===== src/rtl/zbt_pkg.sv =====
package zbt_pkg;
  localparam int unsigned LANES_DEF  = 4;
  localparam int unsigned LANE_W_DEF = 9;

  // Expand active-low lane enables into a per-bit write mask.
  function automatic logic [LANES_DEF*LANE_W_DEF-1:0] lane_mask(input logic [LANES_DEF-1:0] we_n);
    logic [LANES_DEF*LANE_W_DEF-1:0] m;
    for (int k = 0; k < LANES_DEF; k++)
      m[k*LANE_W_DEF +: LANE_W_DEF] = {LANE_W_DEF{~we_n[k]}};
    return m;
  endfunction
endpackage


===== src/rtl/zbt_cmd_decode.sv =====
module zbt_cmd_decode #(
  parameter int unsigned ADDR_W = 4,
  parameter int unsigned LANES  = 4
) (
  input  logic              clk,
  input  logic              rst_n,
  input  logic              en,
  input  logic              load_n,
  input  logic              rd_wrn,
  input  logic              sel_ok,
  input  logic [LANES-1:0]  lane_we_n,
  input  logic [ADDR_W-1:0] addr,
  input  logic [ADDR_W-1:0] adv_addr,
  output logic              cmd_vld,
  output logic              cmd_wr,
  output logic [ADDR_W-1:0] cmd_addr,
  output logic [LANES-1:0]  cmd_be_n,
  output logic [ADDR_W-1:0] cur_addr
);
  logic burst_act, burst_wr;
  logic do_load, do_dsel, do_adv;

  assign do_load = !load_n && sel_ok;
  assign do_dsel = !load_n && !sel_ok;
  assign do_adv  = load_n && burst_act;

  assign cmd_vld  = do_load || do_adv;
  assign cmd_wr   = do_load ? !rd_wrn : burst_wr;
  assign cmd_addr = do_load ? addr : adv_addr;
  assign cmd_be_n = lane_we_n;

  always_ff @(posedge clk or negedge rst_n) begin
    if (!rst_n) begin
      burst_act <= 1'b0;
      burst_wr  <= 1'b0;
      cur_addr  <= '0;
    end else if (en) begin
      if (do_load) begin
        burst_act <= 1'b1;
        burst_wr  <= !rd_wrn;
        cur_addr  <= addr;
      end else if (do_dsel) begin
        burst_act <= 1'b0;
      end else if (do_adv) begin
        cur_addr  <= adv_addr;
      end
    end
  end

  // an advance keeps the burst alive and its direction unchanged
  a_r5_dir_held: assert property (@(posedge clk) disable iff (!rst_n)
    (en && do_adv) |=> (burst_act && burst_wr == $past(burst_wr)));
  // a deselect ends the burst
  a_r4_burst_end: assert property (@(posedge clk) disable iff (!rst_n)
    (en && do_dsel) |=> !burst_act);
  // a load records the port address
  a_r1_load_addr: assert property (@(posedge clk) disable iff (!rst_n)
    (en && do_load) |=> (cur_addr == $past(addr)));
endmodule


===== src/rtl/zbt_pipe.sv =====
module zbt_pipe #(
  parameter int unsigned W      = 8,
  parameter int unsigned STAGES = 2
) (
  input  logic         clk,
  input  logic         rst_n,
  input  logic         en,
  input  logic [W-1:0] din,
  output logic [W-1:0] dout
);
  logic [W-1:0] stg [STAGES];

  for (genvar i = 0; i < STAGES; i++) begin : g_stage
    if (i == 0) begin : g_first
      always_ff @(posedge clk or negedge rst_n)
        if (!rst_n)  stg[i] <= '0;
        else if (en) stg[i] <= din;
    end else begin : g_next
      always_ff @(posedge clk or negedge rst_n)
        if (!rst_n)  stg[i] <= '0;
        else if (en) stg[i] <= stg[i-1];
    end
  end

  assign dout = stg[STAGES-1];
endmodule


===== src/rtl/zbt_array.sv =====
module zbt_array #(
  parameter int unsigned DEPTH  = 16,
  parameter int unsigned ADDR_W = 4,
  parameter int unsigned LANES  = 4,
  parameter int unsigned LANE_W = 9
) (
  input  logic                    clk,
  input  logic                    rst_n,
  input  logic                    en,
  input  logic                    wr,
  input  logic                    rd,
  input  logic [ADDR_W-1:0]       addr,
  input  logic [LANES-1:0]        be_n,
  input  logic [LANES*LANE_W-1:0] wdata,
  output logic [LANES*LANE_W-1:0] rdq,
  output logic                    oe
);
  logic [LANES*LANE_W-1:0] rd_word;

  for (genvar k = 0; k < LANES; k++) begin : g_lane
    logic [LANE_W-1:0] mem_l [DEPTH];
    always_ff @(posedge clk)
      if (en && wr && !be_n[k]) mem_l[addr] <= wdata[k*LANE_W +: LANE_W];
    assign rd_word[k*LANE_W +: LANE_W] = mem_l[addr];
  end

  always_ff @(posedge clk or negedge rst_n) begin
    if (!rst_n) begin
      oe  <= 1'b0;
      rdq <= '0;
    end else if (en) begin
      oe <= rd;
      if (rd) rdq <= rd_word;
    end
  end
endmodule


===== src/rtl/zbt_sram_core.sv =====
module zbt_sram_core #(
  parameter int unsigned DEPTH  = 16,
  parameter int unsigned ADDR_W = $clog2(DEPTH),
  parameter int unsigned LANES  = zbt_pkg::LANES_DEF,
  parameter int unsigned LANE_W = zbt_pkg::LANE_W_DEF
) (
  input  logic                    clk,
  input  logic                    rst_n,
  input  logic                    cke_n,
  input  logic                    cs_a_n,
  input  logic                    cs_b_n,
  input  logic                    cs_c,
  input  logic                    load_n,
  input  logic                    rd_wrn,
  input  logic [LANES-1:0]        lane_we_n,
  input  logic [ADDR_W-1:0]       addr,
  input  logic [ADDR_W-1:0]       adv_addr,
  output logic [ADDR_W-1:0]       cur_addr,
  input  logic [LANES*LANE_W-1:0] wdata,
  output logic [LANES*LANE_W-1:0] rdata,
  output logic                    rdata_oe
);
  localparam int unsigned PW = 2 + ADDR_W + LANES;

  logic              en, sel_ok;
  logic              cmd_vld, cmd_wr;
  logic [ADDR_W-1:0] cmd_addr;
  logic [LANES-1:0]  cmd_be_n;
  logic [PW-1:0]     ph_in, ph_out;
  logic              ph_vld, ph_wr;
  logic [ADDR_W-1:0] ph_addr;
  logic [LANES-1:0]  ph_be_n;
  logic              ph_read, ph_write;

  assign en     = !cke_n;
  assign sel_ok = !cs_a_n && !cs_b_n && cs_c;

  zbt_cmd_decode #(.ADDR_W(ADDR_W), .LANES(LANES)) u_dec (
    .clk(clk), .rst_n(rst_n), .en(en), .load_n(load_n), .rd_wrn(rd_wrn),
    .sel_ok(sel_ok), .lane_we_n(lane_we_n), .addr(addr), .adv_addr(adv_addr),
    .cmd_vld(cmd_vld), .cmd_wr(cmd_wr), .cmd_addr(cmd_addr),
    .cmd_be_n(cmd_be_n), .cur_addr(cur_addr)
  );

  assign ph_in = {cmd_vld, cmd_wr, cmd_addr, cmd_be_n};

  zbt_pipe #(.W(PW), .STAGES(2)) u_pipe (
    .clk(clk), .rst_n(rst_n), .en(en), .din(ph_in), .dout(ph_out)
  );

  assign {ph_vld, ph_wr, ph_addr, ph_be_n} = ph_out;
  assign ph_read  = ph_vld && !ph_wr;
  assign ph_write = ph_vld && ph_wr;

  zbt_array #(.DEPTH(DEPTH), .ADDR_W(ADDR_W), .LANES(LANES), .LANE_W(LANE_W)) u_arr (
    .clk(clk), .rst_n(rst_n), .en(en), .wr(ph_write), .rd(ph_read),
    .addr(ph_addr), .be_n(ph_be_n), .wdata(wdata), .rdq(rdata), .oe(rdata_oe)
  );

  // a read reaching its data phase drives the bus
  a_r2_read_drive: assert property (@(posedge clk) disable iff (!rst_n)
    (en && ph_read) |=> rdata_oe);
  // a write data phase leaves the bus undriven
  a_r8_write_quiet: assert property (@(posedge clk) disable iff (!rst_n)
    (en && ph_write) |=> !rdata_oe);
  // an empty slot (deselect or no-op) leaves the bus undriven
  a_r4_empty_quiet: assert property (@(posedge clk) disable iff (!rst_n)
    (en && !ph_vld) |=> !rdata_oe);
  // a frozen edge changes nothing visible
  a_r3_freeze: assert property (@(posedge clk) disable iff (!rst_n)
    cke_n |=> ($stable(rdata_oe) && $stable(rdata) && $stable(cur_addr)));
  // the bus is idle on the first edge out of reset
  a_r9_reset_quiet: assert property (@(posedge clk) disable iff (!rst_n)
    $rose(rst_n) |-> !rdata_oe);
endmodule


===== config.mk =====
export PLATFORM = sky130hd
export DESIGN_NAME = zbt_sram_core
export DESIGN_NICKNAME = d
export VERILOG_FILES = /design/src/rtl/zbt_pkg.sv /design/src/rtl/zbt_cmd_decode.sv /design/src/rtl/zbt_pipe.sv /design/src/rtl/zbt_array.sv /design/src/rtl/zbt_sram_core.sv
export SDC_FILE = /design/constraint.sdc
export NUM_CORES = 1
export LEC_CHECK = 0
export CAP_MARGIN = 5
export CORE_UTILIZATION = 63
export DETAILED_ROUTE_END_ITERATION = 8
export DONT_BUFFER_PORTS = 1
export PLACE_DENSITY = 0.85
export SLEW_MARGIN = 10
export SYNTH_ARGS = -nofsm -noshare
export SYNTH_HDL_FRONTEND = slang
export SYNTH_SLANG_ARGS = --single-unit

===== constraint.sdc =====
create_clock -name clk -period 3.15 [get_ports clk]
set_input_delay 0 -clock clk [delete_from_list [all_inputs] [get_ports clk]]
set_output_delay 0 -clock clk [all_outputs]
set_load 0.02 [all_outputs]

Yosys cells after proc, flatten, opt, wreduce, memory -nomap -nowiden
Memory sizes are Yosys's and may differ from the RTL's. A register that Yosys moved wholly into a read port is not among the register bits.
Cells that the tools add are included.
{ "totals": {"ff_bits": 27, "ramBits": 576, "inputBits": 56, "output_inout_bits": 41, "elab_cells": 60, "n_memories": 4} }
{ "op_classes": {"n_eq_ne": 1, "muxes": 15, "n_bitwise": 1, "n_reduce_logical": 33} }
{ "mem_list": {"columns": ["memory", "words", "width", "rd", "rd_ports_with_merged_regs", "write_ports", "line_no", "source"], "rows": [
  ["u_arr.g_lane[0].mem_l", 16, 9, 1, 1, 1, "zbt_array.sv:21", "logic [LANE_W-1:0] mem_l [DEPTH];"],
  ["u_arr.g_lane[1].mem_l", 16, 9, 1, 1, 1, "zbt_array.sv:21", null],
  ["u_arr.g_lane[2].mem_l", 16, 9, 1, 1, 1, "zbt_array.sv:21", null],
  ["u_arr.g_lane[3].mem_l", 16, 9, 1, 1, 1, "zbt_array.sv:21", null]
]} }
{ "op_table": {"columns": ["operator", "count"], "rows": [
  ["$mux 4", 4],
  ["$logic_not 1->1", 15],
  ["$logic_and 1x1->1", 12],
  ["$mux 1", 11],
  ["$reduce_and 2->1", 2],
  ["$reduce_bool 2->1", 2],
  ["$reduce_and 3->1", 1],
  ["$ne 2x1->1 const B", 1],
  ["$logic_or 1x1->1", 1],
  ["$not 1->1", 1]
]} }

Depth between registers and ports, before layout
Gate-level depths: netlist of run 1.
{ "logic_depth": {"depth_word": 7, "mapped_depth": 8, "mapped_depth_nobuf": 4} }

Modules after synthesis
A second synthesis of run 1 with hierarchy kept.
{ "hier_totals": {"cells_unflattened": 1402, "area_unflattened_um2": 25180.4} }
{ "modules_own_cells": {"columns": ["mod", "n_inst", "cells_per_inst", "area_each_um2", "seq_area_each_um2"], "rows": [
  ["zbt_array", 1, 1316, 23865.4, 18222.5],
  ["zbt_pipe", 1, 52, 898.4, 500.5],
  ["zbt_cmd_decode", 1, 30, 392.9, 150.1],
  ["zbt_sram_core", 1, 4, 23.8, 0.0]
]} }

Worst setup path before layout of run 1
No wires, ideal clock.
{ "synth_timing": {"path_type": "flip-flop to flip-flop", "startpoint": "reg u_pipe.stg (netlist bit u_pipe.dout[4])", "endpoint": "mem u_arr.g_lane[1].mem_l[4][0] (enable)", "setup_time_ns": 0.387, "arrival_time_ns": 1.914, "t_required_ns": 2.763, "path_slack_ns": 0.849, "path_stages_with_launch": 7, "path_buffers": 4, "synth_period_minus_slack_ns": 2.301, "cell_sequence": "dfrtp_1 > buf_4 > buf_6 > buf_6 > or2_1 > buf_2 > nor3_1"} }
{ "synth_rtl": {"columns": ["item", "line_no", "source"], "rows": [
  ["from (decl)", "zbt_pipe.sv:11", "logic [W-1:0] stg [STAGES];"],
  ["from (signal, indexed assignment)", "zbt_pipe.sv:21", "else if (en) stg[i] <= stg[i-1];"],
  ["to (decl)", "zbt_array.sv:21", null]
]} }
Straight into the memory's write port.

==> summary.txt, run 1 <==
Tot GR Track Use: 0.285
# Max-Cap Violations: 0
ranking of synthesized cells by area: edfxtp_1 (70%), mux2i_1 (9.0%), dfrtp_1 (6.3%)
Final Skew: 0.0231 ns
Syn Nets: 1,450
Post-Syn Area: 0.0247 sq mm
sequential area share after synthesis: 0.762
mean post-synth cell area: 17.8 sq um
H-tree depth: 2
Setup CP Type: reg -> reg
post-layout util: 0.723
CTS tree: built
P per Cell Area: 674 mW/mm^2
Synth top area share: 0.699
WP data arrival: 2.99 ns
first-pass GRT wire length: 84.3 mm
Final Max Slew Viols: 0
root buf cell: clkbuf_16
initial drt markers: 1,538
full die area: 0.0401 sq mm
RSZ-0062 raised after global routing: false
crit path max fanout: 40
Crit-path slowest cell: or3b_1
Critical Path RT: 3.57 ns
DRC: 0
Net Sw Power: 4760 uW
Power Internal: 14,100 uW
gr ovfl total: 0
post-route setup TNS: 0 ns
crit-path leading delay family: simple AND/OR/NAND/NOR gates
Cell variety after synth: 37
Starting Density: 0.639
hold crit path type: in -> async
Max clock buf depth: 3
fin nets: 1,568
Crit Reg-Reg Startpoint: u_pipe.dout[7]
Finish-stage setup viols: 0
Worst-path clk slew: 0.07 ns
normalized max-slew margin: 0.210
Port Buffers: 0
Cells after DPL: 1,910
layout cells sized above 1: 0.150
number of CTS-inserted buffers: 59
DR vias: 13,700
Ys Warns: 0
outcome: complete, no violations
combinational group share of total power: 0.098
num rows: 72
antenna diode instance count: 0
vias in the first global route: 13,900
crit start category: flop
most common cell after layout, fill and taps aside: edfxtp_1
die width: 200 um
non-filler cells in the finished layout: 2,080
commonest cells after routing, fill and taps aside: edfxtp_1 (576), mux2i_1 (222), nor2_1 (105)
post-CTS sizing: 0
Final min period: 2.56 ns
P_leak: 0.00959 uW
design area: 0.0280 sq mm
Skew-Pair Late Insertion Delay: 0.62 ns
FMAX: 390 MHz
final hold violations: 0
clock share of power: 0.363
FILL cells: 2,189
Via density: 6.59
pin count of the biggest net entering global routing: 73
Die Span Y: 200 um
post-route ant nets: 0
I/O pin total: 97
crit path from: u_pipe.dout[7]
Critical Path End Type: flop
final wirelength: 56.6 mm
Avg WL per Cell: 27.2 um
Placed Area: 0.0256 sq mm
final period utilization: 0.814
Detail Placement HPWL: 32.4 mm
First-pass DRT Iterations: 6
GPL Wtd Cong: 0.804
Synth Instances: 1,394
post-synth top area cell: edfxtp_1
CTS Sinks: 638
VDD IR max: 0.525 mV
antenna violations before repair: 2
Worst-Margin Slew: 1.19 ns
area delta synth->final: 13.2%
critical path cell sequence: or3b_1 -> o22ai_1 -> nor2_1 -> a31oi_1
CP bufs+invs: 0
Core ar.: 0.0387 sq mm
CP max stage delay: 0.99 ns
Seq cells post-synth: 638
Seq pwr share: 0.540
Switching Fraction: 0.252
## power by group through the flow
stage	logic, uW	clock network (uW)	registers (uW)
floorplan	1370	0	10200
global placement	1540	0	10400
detailed placement	1620	0	10400
CTS	1830	6890	10200
global route	1980	7210	10200
finish	1840	6850	10200
## synthesized netlist by cell type (all sizes together)
master / number
buf: 55
a31oi: 37
mux2i: 222
or3: 1
mux2: 12
nor2b: 1
a21o: 2
a2bb2oi: 16
nand3: 18
nor3: 36
a221oi: 20
inv: 4
and2: 1
or2: 6
nor3b: 1
nand3b: 5
clkbuf: 39
o21ai: 26
or3b: 3
nand2: 25
a21oi: 4
o31ai: 1
nor2: 105
mux4: 36
dfrtp: 62
edfxtp: 576
o22ai: 72
or4b: 1
nand2b: 7
## cell type report
class | instances | area [sq um] | area share
Multi-Input combinational cell | 658 | 5300 | 0.189
Clock buffer | 76 | 1570 | 0.0561
Timing Repair Buffer | 151 | 1340 | 0.0477
Tap cell | 518 | 648 | 0.0231
Sequential cell | 638 | 18900 | 0.673
Clock inverter | 35 | 282 | 0.0101
Inverter | 4 | 15.0 | 0.000536
## sequential cells by signal, summed over array words and instances (netlist names)
signal and cells:
u_arr.g_lane.mem_l 576, u_pipe.dout 10, u_dec.cur_addr 4, u_dec.burst_act 1
u_arr.oe 1, u_pipe.stg 10, u_arr.rdq 36
## metrics by stage
step	setup WS [ns]	hold WS (ns)	power (uW)
after detailed placement	0.740	-0.292	12000
final	0.587	0.00216	18900
after CTS	0.619	0.00272	18900
after global placement	0.802	-0.292	11900
after global routing	0.515	0.0167	19400
after floorplan	0.849	-0.296	11500
## metal layers
metal  vias to the layer above  share of wire  track usage  wire length [um]
met3                       144          0.099       0.0553              5590
li1                       5746              -            -                 -
met5                         -        0.00041            0                23
met1                      6957           0.38        0.394             21600
met2                       854           0.48        0.450             27300
met4                         4          0.037        0.120              2070
## logic make-up after synthesis
group,count (synthesis),synth area share
simple gates,210,0.0380
compound gates,178,0.0477
flops,638,0.762
mux,270,0.128
buf+inv,98,0.0246
## path summary, 6_finish.rpt
path	endpoint	slack (ns)	cells after the start
max in group asynchronous	u_pipe.dout[7]	2.75	2
max reg2reg	u_arr.rdq[33]	0.59	4
min	u_arr.rdq[20]	0.002	2
min reg2reg	u_pipe.stg[19]	0.50	1
max	u_arr.rdq[33]	0.59	4
min in group clk	u_pipe.stg[18]	0.03	2
## repair_timing
item,4_1_cts,5_1_grt
buffers inserted,0,0
hold buffers,59,0
endpoints found under the hold margin,664,0
Power figures use the tool's default switching activity.
==> run 2, diff against run 1 <==
- clock period: 3.15 -> 2.5 ns (I/O delays scaled with it)
==> run 2 against run 1 <==
  * Power increased by 31%
  * Largest cell class unchanged
  * Highest routed layer is now met4
  * Utilization increased by 1.1 points
  * Wire length increased by 2.4%
  * Critical endpoint is now u_dec.cur_addr[3]
  * Non-clock buffer count increased by 10
  * Clock skew increased by 0.0083 ns
  * Sequential share of layout area decreased by 0.97 points
  * Worst hold slack improved by 0.082 ns
  * Clock power increased by 39%
  * Sequential power increased by 25%
  * Global-route usage increased by 0.70 points
==> summary.txt, run 2 (synthesis results as in run 1) <==
largest register by flop count: u_arr.g_lane.mem_l (unchanged)
hold_ws: 0.0845 ns (was 0.00216 ns)
crit path max fanout: 9 (was 40)
Setup CP Type: in -> reg (was reg -> reg)
gr ovfl total: 0 (unchanged)
Core ar.: 0.0387 sq mm (unchanged)
Largest regs: u_arr.g_lane.mem_l x576, u_arr.rdq x36 (unchanged)
vias in the first global route: 14,200 (was 13,900)
commonest cells after routing, fill and taps aside: edfxtp_1 (576), mux2i_1 (222), nor2_1 (105) (unchanged)
area delta synth->final: 14.9% (was 13.2%)
num rows: 72 (unchanged)
clock share of power: 0.384 (was 0.363)
P_leak: 0.00978 uW (was 0.00959 uW)
Port Buffers: 0 (unchanged)
Seq pwr share: 0.517 (was 0.540)
Worst-path clk slew: 0.06 ns (was 0.07 ns)
Final Max Slew Viols: 0 (unchanged)
layout cells sized above 1: 0.164 (was 0.150)
post-route ant nets: 0 (unchanged)
die width: 200 um (unchanged)
Final Skew: 0.0314 ns (was 0.0231 ns)
outcome: complete, no violations (unchanged)
P per Cell Area: 872 mW/mm^2 (was 674 mW/mm^2)
CTS Sinks: 638 (unchanged)
pin count of the biggest net entering global routing: 62 (was 73)
GPL Wtd Cong: 0.832 (was 0.804)
Detail Placement HPWL: 32.8 mm (was 32.4 mm)
Finish-stage setup viols: 0 (unchanged)
Max clock buf depth: 3 (unchanged)
first-pass GRT wire length: 86.5 mm (was 84.3 mm)
combinational group share of total power: 0.099 (was 0.098)
Tot GR Track Use: 0.292 (was 0.285)
DRC: 0 (unchanged)
FMAX: 426 MHz
antenna violations before repair: 3 (was 2)
Critical Path RT: 3.06 ns (was 3.57 ns)
final wirelength: 57.9 mm (was 56.6 mm)
final period utilization: 0.938
final hold violations: 0 (unchanged)
post-route setup TNS: 0 ns (unchanged)
number of CTS-inserted buffers: 61 (was 59)
full die area: 0.0401 sq mm (unchanged)
First-pass DRT Iterations: 5 (was 6)
CTS tree: built (unchanged)
Final min period: 2.35 ns
Avg WL per Cell: 27.6 um (was 27.2 um)
normalized max-slew margin: 0.335 (was 0.210)
I/O pin total: 97 (unchanged)
# Max-Cap Violations: 0 (unchanged)
Worst-Margin Slew: 0.998 ns (was 1.19 ns)
Via density: 6.55 (was 6.59)
initial drt markers: 1,749 (was 1,538)
Net Sw Power: 6120 uW (was 4760 uW)
H-tree depth: 2 (unchanged)
DR vias: 13,700 (about the same)
Power Internal: 18,700 uW (was 14,100 uW)
FILL cells: 2,096 (was 2,189)
crit start category: input port (was flop)
post-layout util: 0.734 (was 0.723)
hold crit path type: in -> reg (was in -> async)
VDD IR max: 0.595 mV (was 0.525 mV)
root buf cell: clkbuf_16 (unchanged)
Critical Path End Type: flop (unchanged)
Switching Fraction: 0.247 (was 0.252)
most common cell after layout, fill and taps aside: edfxtp_1 (unchanged)
RSZ-0062 raised after global routing: false (unchanged)
Starting Density: 0.639 (unchanged)
Die Span Y: 200 um (unchanged)
fin nets: 1,580 (was 1,568)
Skew-Pair Late Insertion Delay: 0.62 ns (about the same)
WP data arrival: 2.90 ns (was 2.99 ns)
max reg flops: 576 (unchanged)
[run 2: cell types whose count changed in the layout (fill, tap and decap cells not counted), sizes merged]
cell,change
inv,-1
clkinv,-13
clkinvlp,+2
clkbuf,+12
diode,+3
dlygate4sd3,+4
bufinv,+4
buf,+6
[run 2: final cells by class]
type                    count  area, sq um  area share
diodes                      3         7.51    0.000264
well taps                 518          648      0.0228
repair buffers            161         1500      0.0527
multi-input cells         658         5310       0.187
flip-flops and latches    638        18900       0.664
clock buffers              88         1730      0.0608
clock inverters            27          360      0.0127
inverters                   4         15.0    0.000528
[run 2: final timing paths]
check	start	endpoint	slack, ns	cells after the start
worst max-delay path	load_n	u_dec.cur_addr[3]	0.15	7
worst min-delay path	lane_we_n[1]	u_pipe.stg[11]	0.08	2
worst max register to register	u_pipe.dout[7]	u_arr.rdq[27]	0.30	4
worst min register to register	u_pipe.dout[2]	u_pipe.dout[2]	0.51	1
max in group asynchronous	rst_n	u_pipe.dout[6]	1.54	4
min in group asynchronous	rst_n	u_arr.rdq[21]	0.49	3
[run 2: power groups by stage]
stage | sequential, uW | combinational, uW | clock, uW
after global placement | 13000 | 2030 | 0
after detailed placement | 13000 | 2120 | 0
after CTS | 12800 | 2420 | 9550
after floorplan | 12800 | 1730 | 0
final | 12800 | 2440 | 9510
after global routing | 12900 | 2610 | 9970
[run 2: critical path, cell delays in order]
cell and delay, ns:
dlygate4sd3_1 0.60, or4b_4 0.64, dlygate4sd3_1 0.64, a21oi_4 0.25
nor2_1 0.08, a31oi_1 0.13, dlygate4sd3_1 0.56
[run 2: what timing repair did]
action / CTS / global route
resized for setup: 0 / 1
hold buffers: 65 / 0
setup buffers: 0 / 0
endpoints found under the setup margin: 0 / 1
endpoints found under the hold margin: 700 / 0
[run 2: metrics by stage]
step / instance area (sq um) / setup slack, ns / cells / power, uW
detailed placement: 25600 / 0.316 / 1914 / 15200
floorplan: 24700 / 0.199 / 1394 / 14500
finish: 28400 / 0.154 / 2097 / 24800
global placement: 25600 / 0.459 / 1914 / 15100
global route: 28400 / 0.0764 / 2096 / 25400
CTS: 28400 / 0.116 / 2094 / 24800
[run 2: per-layer routing]
metal	vias to the layer above	routed length, um	global-route usage
met5	-	0	0
met4	0	2010	0.127
met3	160	6020	0.0651
met2	897	28700	0.474
met1	6890	21200	0.384
li1	5785	-	-
==> run 3, diff against run 2 <==
- clock period: 2.5 -> 2.4 ns (I/O delays scaled with it)
==> run 3 against run 2 <==
  * Combinational power up 6%
  * Clock power decreased by 0.9%
  * Via count up 1.2%
  * Critical path type is now reg -> reg
  * Largest cell class unchanged
  * Highest routed layer unchanged
==> summary.txt, run 3 (synthesis results as in run 1) <==
outcome: complete, no violations (unchanged)
fin nets: 1,586 (was 1,580)
RSZ-0062 raised after global routing: false (unchanged)
grt met1 use: 0.400 (was 0.384)
Worst-path clk slew: 0.06 ns (about the same)
most common cell after layout, fill and taps aside: edfxtp_1 (unchanged)
Finish-stage setup viols: 0 (unchanged)
root buf cell: clkbuf_16 (unchanged)
post-route setup TNS: 0 ns (unchanged)
crit start category: flop (was input port)
layout cells sized above 1: 0.165 (was 0.164)
Max clock buf depth: 3 (unchanged)
Starting Density: 0.639 (unchanged)
normalized max-slew margin: 0.302 (was 0.335)
number of CTS-inserted buffers: 59 (was 61)
Tot GR Track Use: 0.295 (was 0.292)
# Max-Cap Violations: 0 (unchanged)
Multi-input gate area: 0.00531 sq mm (unchanged)
post-layout util: 0.731 (was 0.734)
First-pass DRT Iterations: 6 (was 5)
Final Max Slew Viols: 0 (unchanged)
vias in the first global route: 14,100 (was 14,200)
Final min period: 2.27 ns
VDD IR max: 0.679 mV (was 0.595 mV)
first-pass GRT wire length: 87.1 mm (was 86.5 mm)
max reg flops: 576 (unchanged)
Port Buffers: 0 (unchanged)
flop2flop setup slack: 0.13 ns (was 0.30 ns)
die width: 200 um (unchanged)
CTS tree: built (unchanged)
GPL Wtd Cong: 0.817 (was 0.832)
initial drt markers: 1,636 (was 1,749)
FMAX: 441 MHz
Power Total: 25,400 uW (was 24,800 uW)
Worst-Margin Slew: 1.05 ns (was 0.998 ns)
met2 Track Usage GR: 0.476 (was 0.474)
gr ovfl total: 0 (unchanged)
Die Span Y: 200 um (unchanged)
Skew-Pair Late Insertion Delay: 0.61 ns (was 0.62 ns)
H-tree depth: 2 (unchanged)
Via density: 6.62 (was 6.55)
reg2reg path depth: 4 (unchanged)
crit path max fanout: 24 (was 9)
final hold violations: 0 (unchanged)
Avg WL per Cell: 28.0 um (was 27.6 um)
Critical Path RT: 2.85 ns (was 3.06 ns)
design area: 0.0283 sq mm (was 0.0284 sq mm)
GR peak layer: met2 (unchanged)
Setup CP Type: reg -> reg (was in -> reg)
DRC: 0 (unchanged)
I/O pin total: 97 (unchanged)
full die area: 0.0401 sq mm (unchanged)
hold crit path type: in -> async (was in -> reg)
P per Cell Area: 895 mW/mm^2 (was 872 mW/mm^2)
CP max stage delay: 0.89 ns (was 0.64 ns)
final wirelength: 58.7 mm (was 57.9 mm)
final period utilization: 0.944
CTS Sinks: 638 (unchanged)
Core ar.: 0.0387 sq mm (unchanged)
largest register by flop count: u_arr.g_lane.mem_l (unchanged)
Detail Placement HPWL: 33.1 mm (was 32.8 mm)
pin count of the biggest net entering global routing: 73 (was 62)
Global Route met3 Usage: 0.0524 (was 0.0651)
Critical Path End Type: flop (unchanged)
DR vias: 13,900 (was 13,700)
critical path cell sequence: or3b_1 -> o22ai_1 -> nor2_1 -> a31oi_1 (was dlygate4sd3_1 -> or4b_4 -> dlygate4sd3_1 -> a21oi_4 -> nor2_1 -> a31oi_1 -> dlygate4sd3_1)
hold_ws: 0.0196 ns (was 0.0845 ns)
Crit-path slowest cell: or3b_1 (was or4b_4)
area delta synth->final: 14.5% (was 14.9%)
antenna violations before repair: 0 (was 3)
WP data arrival: 2.71 ns (was 2.90 ns)
post-route ant nets: 0 (unchanged)
commonest cells after routing, fill and taps aside: edfxtp_1 (576), mux2i_1 (222), nor2_1 (105) (unchanged)
Placed Area: 0.0257 sq mm (was 0.0256 sq mm)
num rows: 72 (unchanged)
Post-CTS Setup Repair Bufs: 0 (unchanged)
Reg area: 0.0189 sq mm (unchanged)
Final Skew: 0.00994 ns (was 0.0314 ns)
FILL cells: 2,132 (was 2,096)
Largest regs: u_arr.g_lane.mem_l x576, u_arr.rdq x36 (unchanged)
P_leak: 0.00974 uW (was 0.00978 uW)
## run 3: per-stage QoR
step | worst slack (ns) | instances
after global placement | 0.311 | 1922
after detailed placement | 0.286 | 1922
after global routing | 0.122 | 2099
after floorplan | 0.0994 | 1394
after CTS | 0.176 | 2096
final | 0.134 | 2100
## run 3: power by group
part	switching (uW)	total, uW	internal [uW]
combinational	1510	2580	1070
sequential	866	13400	12500
clock	4040	9420	5380
## run 3: final cells by class
class,count,share of cell area
clock buffers,80,0.0570
clock inverters,32,0.0117
inverters,4,0.000530
repair buffers,169,0.0548
multi-input cells,658,0.187
flip-flops and latches,638,0.666
diodes,1,0.0000883
well taps,518,0.0229
## run 3: critical path: cells and delay by family (launching register included)
family	cells	cell delay, ns
DFF	1	0.65
and+or+nand+nor	2	1.09
AOI/OAI and AO/OA	2	0.34
## run 3: final timing paths
path,from,endpoint
setup / recovery,u_pipe.dout[6],u_arr.rdq[34]
hold / removal,rst_n,u_arr.rdq[23]
setup reg to reg,u_pipe.dout[6],u_arr.rdq[34]
hold reg to reg,u_pipe.stg[19],u_pipe.stg[19]
max in group asynchronous,rst_n,u_pipe.dout[4]
min in group clk,lane_we_n[2],u_pipe.stg[12]
## run 3: repair_timing
action / CTS / global route
endpoints found under the setup margin: 0 / 1
hold endpoints to repair: 700 / 5
gates resized for setup: 0 / 1
hold buffers: 62 / 3
## run 3: per-layer routing
layer | part of all wire | up-vias
li1 | - | 5785
met1 | 0.37 | 6972
met2 | 0.49 | 977
met3 | 0.099 | 167
met4 | 0.041 | 0
met5 | 0 | -
